**src/rtl/isf_pkg.sv**
```systemverilog
package isf_pkg;

  // Occupancy and liveness of one queue slot.
  typedef struct packed {
    logic occ;
    logic live;
  } isf_flags_t;

  // A slot accepts the incoming word when it is the first empty slot behind
  // a live neighbour, or when it holds a dead entry with nothing behind it.
  function automatic logic slot_takes(input logic s_occ, input logic s_live,
                                      input logic prv_occ, input logic prv_live,
                                      input logic nxt_occ);
    return (!s_occ && prv_occ && prv_live) || (s_occ && !s_live && !nxt_occ);
  endfunction

endpackage

```
**src/rtl/isf_head_ctrl.sv**
```systemverilog
module isf_head_ctrl (
  input  logic clk,
  input  logic rst,
  input  logic head_occ,
  input  logic head_live,
  input  logic tail_occ,
  input  logic deq_ready,
  output logic head_go,
  output logic enq_ready
);

  // The head leaves when it is dead, or when it is live and the consumer takes it.
  assign head_go   = head_occ && (!head_live || deq_ready);
  assign enq_ready = !tail_occ || head_go;


  simul_xfer_chk: assert property (@(posedge clk) disable iff (rst)
    (tail_occ && head_occ && head_live && deq_ready) |-> enq_ready);

endmodule

```
**src/rtl/isf_slot.sv**
```systemverilog
module isf_slot #(
  parameter int WIDTH = 8
) (
  input  logic             clk,
  input  logic             rst,
  input  logic             shift,
  input  logic             wr_en,
  input  logic [WIDTH-1:0] wr_data,
  input  logic             kill_own,
  input  logic             nxt_occ,
  input  logic             nxt_live,
  input  logic             nxt_kill,
  input  logic [WIDTH-1:0] nxt_data,
  input  logic             prv_s_occ,
  input  logic             prv_s_live,
  input  logic             nxt_s_occ,
  output logic             occ_o,
  output logic             live_o,
  output logic [WIDTH-1:0] data_o,
  output logic             s_occ_o,
  output logic             s_live_o
);
  import isf_pkg::*;

  isf_flags_t       flags_q;
  logic [WIDTH-1:0] data_q;
  logic [WIDTH-1:0] s_data;
  logic             take;

  // Contents after this cycle's shift and invalidation, before any write.
  assign s_occ_o  = shift ? nxt_occ : flags_q.occ;
  assign s_live_o = shift ? (nxt_live && !nxt_kill) : (flags_q.live && !kill_own);
  assign s_data   = shift ? nxt_data : data_q;

  assign take = wr_en && slot_takes(s_occ_o, s_live_o, prv_s_occ, prv_s_live, nxt_s_occ);

  always_ff @(posedge clk) begin
    if (rst) begin
      flags_q <= '0;
    end else begin
      flags_q.occ  <= s_occ_o || take;
      flags_q.live <= (s_occ_o && s_live_o) || take;
    end
  end

  always_ff @(posedge clk) begin
    data_q <= take ? wr_data : s_data;
  end

  assign occ_o  = flags_q.occ;
  assign live_o = flags_q.live;
  assign data_o = data_q;


  live_needs_occ_chk: assert property (@(posedge clk) disable iff (rst)
    flags_q.live |-> flags_q.occ);

endmodule

```
**src/rtl/inval_shift_fifo.sv**
```systemverilog
module inval_shift_fifo #(
  parameter int DEPTH = 4,
  parameter int WIDTH = 8
) (
  input  logic             clk,
  input  logic             rst,
  input  logic             enq_valid,
  output logic             enq_ready,
  input  logic [WIDTH-1:0] enq_data,
  output logic             deq_valid,
  input  logic             deq_ready,
  output logic [WIDTH-1:0] deq_data,
  input  logic             inv_valid,
  input  logic [DEPTH-1:0] inv_mask
);

  logic [DEPTH-1:0] occ, live, s_occ, s_live, kill;
  logic [WIDTH-1:0] data [DEPTH];
  logic             head_go, enq_fire;

  assign kill     = {DEPTH{inv_valid}} & inv_mask & occ;
  assign enq_fire = enq_valid && enq_ready;

  isf_head_ctrl u_ctrl (
    .clk       (clk),
    .rst       (rst),
    .head_occ  (occ[0]),
    .head_live (live[0]),
    .tail_occ  (occ[DEPTH-1]),
    .deq_ready (deq_ready),
    .head_go   (head_go),
    .enq_ready (enq_ready)
  );

  for (genvar i = 0; i < DEPTH; i++) begin : g_slot
    logic             n_occ, n_live, n_kill, n_socc, p_socc, p_slive;
    logic [WIDTH-1:0] n_data;

    if (i == DEPTH - 1) begin : g_last
      assign n_occ  = 1'b0;
      assign n_live = 1'b0;
      assign n_kill = 1'b0;
      assign n_data = '0;
      assign n_socc = 1'b0;
    end else begin : g_inner
      assign n_occ  = occ[i+1];
      assign n_live = live[i+1];
      assign n_kill = kill[i+1];
      assign n_data = data[i+1];
      assign n_socc = s_occ[i+1];
    end

    if (i == 0) begin : g_head
      assign p_socc  = 1'b1;
      assign p_slive = 1'b1;
    end else begin : g_behind
      assign p_socc  = s_occ[i-1];
      assign p_slive = s_live[i-1];
    end

    isf_slot #(.WIDTH(WIDTH)) u_slot (
      .clk        (clk),
      .rst        (rst),
      .shift      (head_go),
      .wr_en      (enq_fire),
      .wr_data    (enq_data),
      .kill_own   (kill[i]),
      .nxt_occ    (n_occ),
      .nxt_live   (n_live),
      .nxt_kill   (n_kill),
      .nxt_data   (n_data),
      .prv_s_occ  (p_socc),
      .prv_s_live (p_slive),
      .nxt_s_occ  (n_socc),
      .occ_o      (occ[i]),
      .live_o     (live[i]),
      .data_o     (data[i]),
      .s_occ_o    (s_occ[i]),
      .s_live_o   (s_live[i])
    );
  end

  assign deq_valid = occ[0] && live[0];
  assign deq_data  = data[0];


  full_block_chk: assert property (@(posedge clk) disable iff (rst)
    !enq_ready |-> (&occ));


  dead_head_drain_chk: assert property (@(posedge clk) disable iff (rst)
    (occ[0] && !live[0] && !enq_fire) |=> ($countones(occ) == $past($countones(occ)) - 1));

  for (genvar j = 0; j + 1 < DEPTH; j++) begin : g_pack

    packed_chk: assert property (@(posedge clk) disable iff (rst)
      occ[j+1] |-> occ[j]);
  end

  if (DEPTH > 1) begin : g_bubble

    no_bubble_chk: assert property (@(posedge clk) disable iff (rst)
      (deq_valid && deq_ready && live[1] && !(inv_valid && inv_mask[1])) |=> deq_valid);
  end

endmodule

```
**config.mk**
```make
export PLATFORM = sky130hd
export DESIGN_NAME = inval_shift_fifo
export DESIGN_NICKNAME = d
export VERILOG_FILES = /design/src/rtl/isf_pkg.sv /design/src/rtl/isf_head_ctrl.sv /design/src/rtl/isf_slot.sv /design/src/rtl/inval_shift_fifo.sv
export SDC_FILE = /design/constraint.sdc
export NUM_CORES = 1
export LEC_CHECK = 0
export BUFFER_PORTS_ARGS = -buffer_cell sky130_fd_sc_hd__buf_2
export CORE_ASPECT_RATIO = 2
export CORE_UTILIZATION = 50
export DETAILED_ROUTE_END_ITERATION = 12
export PLACE_DENSITY = 0.7
export SYNTH_ARGS = -nofsm -noshare
export SYNTH_HDL_FRONTEND = slang
export SYNTH_SLANG_ARGS = --single-unit
export TNS_END_PERCENT = 10
```
**constraint.sdc**
```tcl
create_clock -name clk -period 2.2 [get_ports clk]
set_clock_uncertainty 0.05 [all_clocks]
set_input_delay 0.22 -clock clk [delete_from_list [all_inputs] [get_ports clk]]
set_output_delay 0.22 -clock clk [all_outputs]
set_load 0.01 [all_outputs]
```
==> metrics, run 1 <==
outcome finished, final reports clean; CTS Buf Count 5; crit start category flop; global-route wire length before repair slightly above 7 mm; share of the synthesized area in the top cell type 0.468; Clock Latency Late Sink a little under 0.3 ns; crit path time final 2.06 ns; post-route ant nets 0; largest family of logic cells by synthesized area compound AO/OA/AOI/OAI gates; IO Pins 27; WL final 4.19 mm; number of synthesized flops with an enable pin 32; synthesized cell area 2050 sq um; Tot Pwr 0.00175 W; Post-synth top cells edfxtp_1, nand2_1, a21oi_1, nand3_1, nand4_1; simple-gate share of the synthesized area 0.154; register area 1120 sq um; crit-path max FO 9; setup TNS 0 ns; max_cap viols 0; critical path arrival 1.97 ns; initial antenna violation count 0; Fmax 487 MHz; GRT Total Usage 0.227; Seq/Total Area, Yosys 0.546; DR WL/cell 16.0 um; Hold Vio Cnt, Final 0; Async SR Flop Fraction 0; Largest stage delay, worst path between 0.4 and 0.5 ns; die area 4380 sq um; total gr overflow 0; slew margin rel. 0.634; Worst-Margin Slew 0.546 ns; # DRC 0; cell area power density around 730 nW/um^2; vias in the first global route 1586; Finish-stage setup viols 0; Starting Density 0.529; Syn Inst Count 176; Compound-Gate Fraction of Synth Area 0.162; post-route cell area 2400 sq um; clock input transition at the sequential cells of the worst setup and hold paths 0.07 ns; Final GP Congestion 0.873; dominant synthesized flop cell edfxtp_1; Yosys warnings 0; number of vias per cell around 6.1; Lkg Pwr slightly below 1 nW; Critical Path Sink Type flop; Multi-input gate area 870 sq um; Yosys reg bits 40; Worst Path Buf+Inv 1; Hold Path Depth 2; Vias between 1500 and 2000; Synth cell types 36; Top Family by Delay on Critical Path simple AND/OR/NAND/NOR gates; core box area 3880 sq um; Final #Nets 227; clk root buf clkbuf_8; Synth Area in XOR/XNOR 0; Syn Nets 193; R2R depth 6; multiplexer area fraction after synthesis 0.102; fin crit share 0.934; cell with the most instances after synthesis edfxtp_1; Die X 47.3 um; WP data required about 2.1 ns; pin count of the biggest net entering global routing 14; CTS tree built; top cell type by total area after synthesis edfxtp_1; area grow syn2layout 17.0%; Cell Rows 32; Post-Syn Area per Cell 11.7 sq um; drt pass-1 iters 4; critical-path cell list nor2b_1, o21ai_1, a21oi_2, o211ai_4, buf_12, nand2_1; fill count 317; RSZ-0062 raised after global routing no; worst hold-check path type primary input to flop; kind of critical path flop to flop; Crit path depth 6; Initial DRC Count 32; Max Slew Vio Count 0; placed cell area 2290 sq um; Ant. Diodes 0; post-DP HPWL roughly 3.2 mm; worst vdd ir 638 uV; worst-path cell with the longest stage delay dfxtp_1; ranking of synthesized cells by area edfxtp_1, dfxtp_1, mux2_4; post-synthesis adder-cell area fraction 0.00488; PortBufs 26; H-tree lvl count 2; DIE HEIGHT 92.6 um; clock buffer depth 2; # clock sinks 40; share of layout cells above drive strength 1 0.313
-- routing by layer --
| metal | vias to the layer above | global-route usage | share of wire |
|---|---|---|---|
| li1 | 757 | - | - |
| met1 | 774 | 0.242 | 0.35 |
| met2 | 47 | 0.398 | 0.59 |
| met3 | 10 | 0.0390 | 0.033 |
| met4 | 0 | 0.105 | 0.023 |
| met5 | - | 0 | 0 |
-- through the flow --
step | hold WS (ns) | worst slack [ns] | cells | util
2_1_floorplan | 0.388 | 0.104 | 176 | -
6_report | 0.156 | 0.145 | 262 | 0.619
3_5_place_dp | 0.449 | 0.178 | 254 | 0.591
4_1_cts | 0.148 | 0.137 | 262 | 0.619
5_1_grt | 0.166 | 0.0127 | 262 | 0.619
3_3_place_gp | 0.448 | 0.199 | 254 | 0.591
-- layout make-up --
class	instances	area share
flip-flops and latches	40	0.467
multi-input cells	123	0.362
repair buffers	38	0.0969
clock buffers	6	0.0302
well taps	51	0.0266
clock inverters	2	0.0146
inverters	2	0.00313
-- cell usage in the layout, fill, tap and decap left out, types with 4 or more instances in the layout --
| cell type | Yosys | final |
|---|---|---|
| a21oi_1 | 12 | 12 |
| a22oi_1 | 8 | 8 |
| and3_1 | 8 | 8 |
| buf_2 | 2 | 26 |
| buf_4 | 1 | 11 |
| clkbuf_8 | 0 | 5 |
| dfxtp_1 | 8 | 8 |
| edfxtp_1 | 32 | 32 |
| mux2_2 | 8 | 8 |
| mux2_4 | 8 | 8 |
| nand2_1 | 16 | 16 |
| nand3_1 | 12 | 12 |
| nand4_1 | 10 | 10 |
| o211ai_1 | 9 | 9 |
| o21ai_1 | 2 | 4 |
-- path summary, 6_finish.rpt --
kind	from	endpoint	slack [ns]
worst max register to register	g_slot[0].u_slot.live_o	g_slot[1].u_slot.data_o[4]	0.14
worst max-delay path	g_slot[0].u_slot.live_o	g_slot[1].u_slot.data_o[4]	0.14
worst min-delay path	rst	g_slot[1].u_slot.live_o	0.16
worst min register to register	g_slot[3].u_slot.live_o	g_slot[3].u_slot.live_o	0.48
-- where the power goes --
part           internal, W  leakage (nW)  switching (W)
Sequential        0.000890         0.383      0.0000245
Combinational     0.000113         0.530       0.000142
Clock             0.000336        0.0552       0.000242
Total              0.00134         0.968       0.000408
-- state kept, by name (all words and copies together), names as in the netlist --
name / flops
g_slot.u_slot.live_o: 4
g_slot.u_slot.data_o: 32
g_slot.u_slot.occ_o: 4
-- logic make-up after synthesis --
logic type | count (synthesis)
and+or+nand+nor | 58
AOI/OAI and AO/OA | 48
DFF | 40
muxes | 16
buffers and inverters | 13
adders and majority gates | 1
-- repair_timing --
item	CTS	global route
endpoints found under the hold margin	0	0
hold buffers	0	0
buffers inserted	0	0
gates resized for setup	0	1
setup endpoints to repair	0	16
Power figures use the tool's default switching activity.
==> run 2: changes to the inputs <==
--- a/config.mk
+++ b/config.mk
@@ -7,6 +7,7 @@
 export LEC_CHECK = 0
 export BUFFER_PORTS_ARGS = -buffer_cell sky130_fd_sc_hd__buf_2
 export CORE_ASPECT_RATIO = 2
+export CORE_MARGIN = 4
 export CORE_UTILIZATION = 50
 export DETAILED_ROUTE_END_ITERATION = 12
 export PLACE_DENSITY = 0.7
==> metrics, run 2 (synthesis results as in run 1) <==
cell area power density 689 nW/um^2 (was 728 nW/um^2); Clock Latency Late Sink 0.29 ns (about the same); GRT Total Usage 0.174 (was 0.227); fin crit share 0.940 (was 0.934); Starting Density 0.523 (was 0.529); setup bufs post-CTS 0 (unchanged); core box area 3920 sq um (was 3880 sq um); Tot Pwr 0.00164 W (was 0.00175 W); crit-path max FO 9 (unchanged); WL final 4.42 mm (was 4.19 mm); critical-path cell list inv_1, o21ai_0, a21oi_2, o211ai_4, buf_12, mux2_4 (was nor2b_1, o21ai_1, a21oi_2, o211ai_4, buf_12, nand2_1); post-DP HPWL 3.34 mm (was 3.19 mm); Hold Vio Cnt, Final 0 (unchanged); Die X 53.3 um (was 47.3 um); PortBufs 26 (unchanged); # DRC 0 (unchanged); Worst-Margin Slew 0.519 ns (was 0.546 ns); IO Pins 27 (unchanged); cts hold-fix bufs 0 (unchanged); Max Slew Vio Count 0 (unchanged); drt pass-1 iters 4 (unchanged); initial antenna violation count 0 (unchanged); clock input transition at the sequential cells of the worst setup and hold paths 0.08 ns (was 0.07 ns); setup TNS 0 ns (unchanged); post-route ant nets 0 (unchanged); crit start category flop (unchanged); clock buffer depth 2 (unchanged); Lkg Pwr 0.953 nW (was 0.968 nW); clk root buf clkbuf_8 (unchanged); share of layout cells above drive strength 1 0.314 (was 0.313); total gr overflow 0 (unchanged); Finish-stage setup viols 0 (unchanged); DIE HEIGHT 98.6 um (was 92.6 um); DR WL/cell 16.9 um (was 16.0 um); Initial DRC Count 29 (was 32); worst vdd ir 542 uV (was 638 uV); slew margin rel. 0.653 (was 0.634); Vias 1573 (was 1588); Final #Nets 227 (unchanged); post-cts resize count 0 (unchanged); pin count of the biggest net entering global routing 14 (unchanged); critical path arrival 2.06 ns (was 1.97 ns); Top Family by Delay on Critical Path compound AO/OA/AOI/OAI gates (was simple AND/OR/NAND/NOR gates); Worst Path Buf+Inv 2 (was 1); hold slack 0.165 ns (was 0.156 ns); Post-Route Utilization 0.606 (was 0.619); worst hold-check path type primary input to flop (unchanged); Largest stage delay, worst path 0.49 ns (was 0.41 ns); Critical Path Sink Type flop (unchanged); Final GP Congestion 0.825 (was 0.873); area grow syn2layout 15.7% (was 17.0%); Cell Rows 32 (unchanged); worst-path cell with the longest stage delay dfxtp_1 (unchanged); max FFs per register 32 (unchanged); crit path time final 2.07 ns (was 2.06 ns); global-route wire length before repair 6.89 mm (was 7.10 mm); most frequent cells in the layout edfxtp_1, buf_2, nand2_1 (unchanged); vias in the first global route 1593 (was 1586); CTS Buf Count 5 (unchanged); outcome finished, final reports clean (unchanged); fin cells 261 (was 262); WP data required 2.19 ns (was 2.11 ns); max_cap viols 0 (unchanged); RSZ-0062 raised after global routing no (unchanged); CTS tree built (unchanged); Fmax 483 MHz (was 487 MHz); most common cell after layout, fill and taps aside edfxtp_1 (unchanged); placed insts 254 (unchanged); die area 5260 sq um (was 4380 sq um); # clock sinks 40 (unchanged); Ant. Diodes 0 (unchanged); H-tree lvl count 2 (unchanged); number of vias per cell 6.03 (was 6.06); kind of critical path flop to flop (unchanged)
run 2: cell types whose count changed in the layout (fill, tap and decap cells not counted), sizes merged:
cell	delta
clkbuf	-1
bufinv	-1
clkinvlp	+1
run 2: area by class of cell:
cell class              instances  area (sq um)
well taps                      51          63.8
repair buffers                 38           233
inverters                       2          7.51
flip-flops and latches         40          1120
fillers                       353          1550
clock buffers                   5          68.8
multi-input cells             123           870
clock inverters                 2          12.5
run 2: report_power, final:
part	switching, W	leakage, nW	internal (W)
Clock	0.000250	0.0400	0.000215
Combinational	0.000144	0.530	0.000112
Sequential	0.0000255	0.383	0.000890
Total	0.000419	0.953	0.00122
run 2: layer usage:
| layer | GRT usage | wire length, um | up-vias |
|---|---|---|---|
| met2 | 0.322 | 2480 | 54 |
| met5 | 0 | 0 | - |
| met1 | 0.176 | 1690 | 758 |
| met3 | 0.0333 | 176 | 9 |
| met4 | 0.0787 | 78 | 0 |
| li1 | - | - | 752 |
run 2: worst paths after layout:
path	from	to	slack [ns]	cells after the start
worst max-delay path	g_slot[0].u_slot.occ_o	g_slot[1].u_slot.data_o[0]	0.13	6
worst min-delay path	rst	g_slot[0].u_slot.live_o	0.16	2
worst max register to register	g_slot[0].u_slot.occ_o	g_slot[1].u_slot.data_o[0]	0.13	6
worst min register to register	g_slot[3].u_slot.live_o	g_slot[3].u_slot.live_o	0.47	2
run 2: per-stage QoR:
| step | setup WS (ns) | area, sq um |
|---|---|---|
| 5_1_grt | 0.0308 | 2380 |
| 3_5_place_dp | 0.166 | 2290 |
| 3_3_place_gp | 0.178 | 2290 |
| 6_report | 0.132 | 2380 |
| 2_1_floorplan | 0.104 | 2050 |
| 4_1_cts | 0.147 | 2380 |
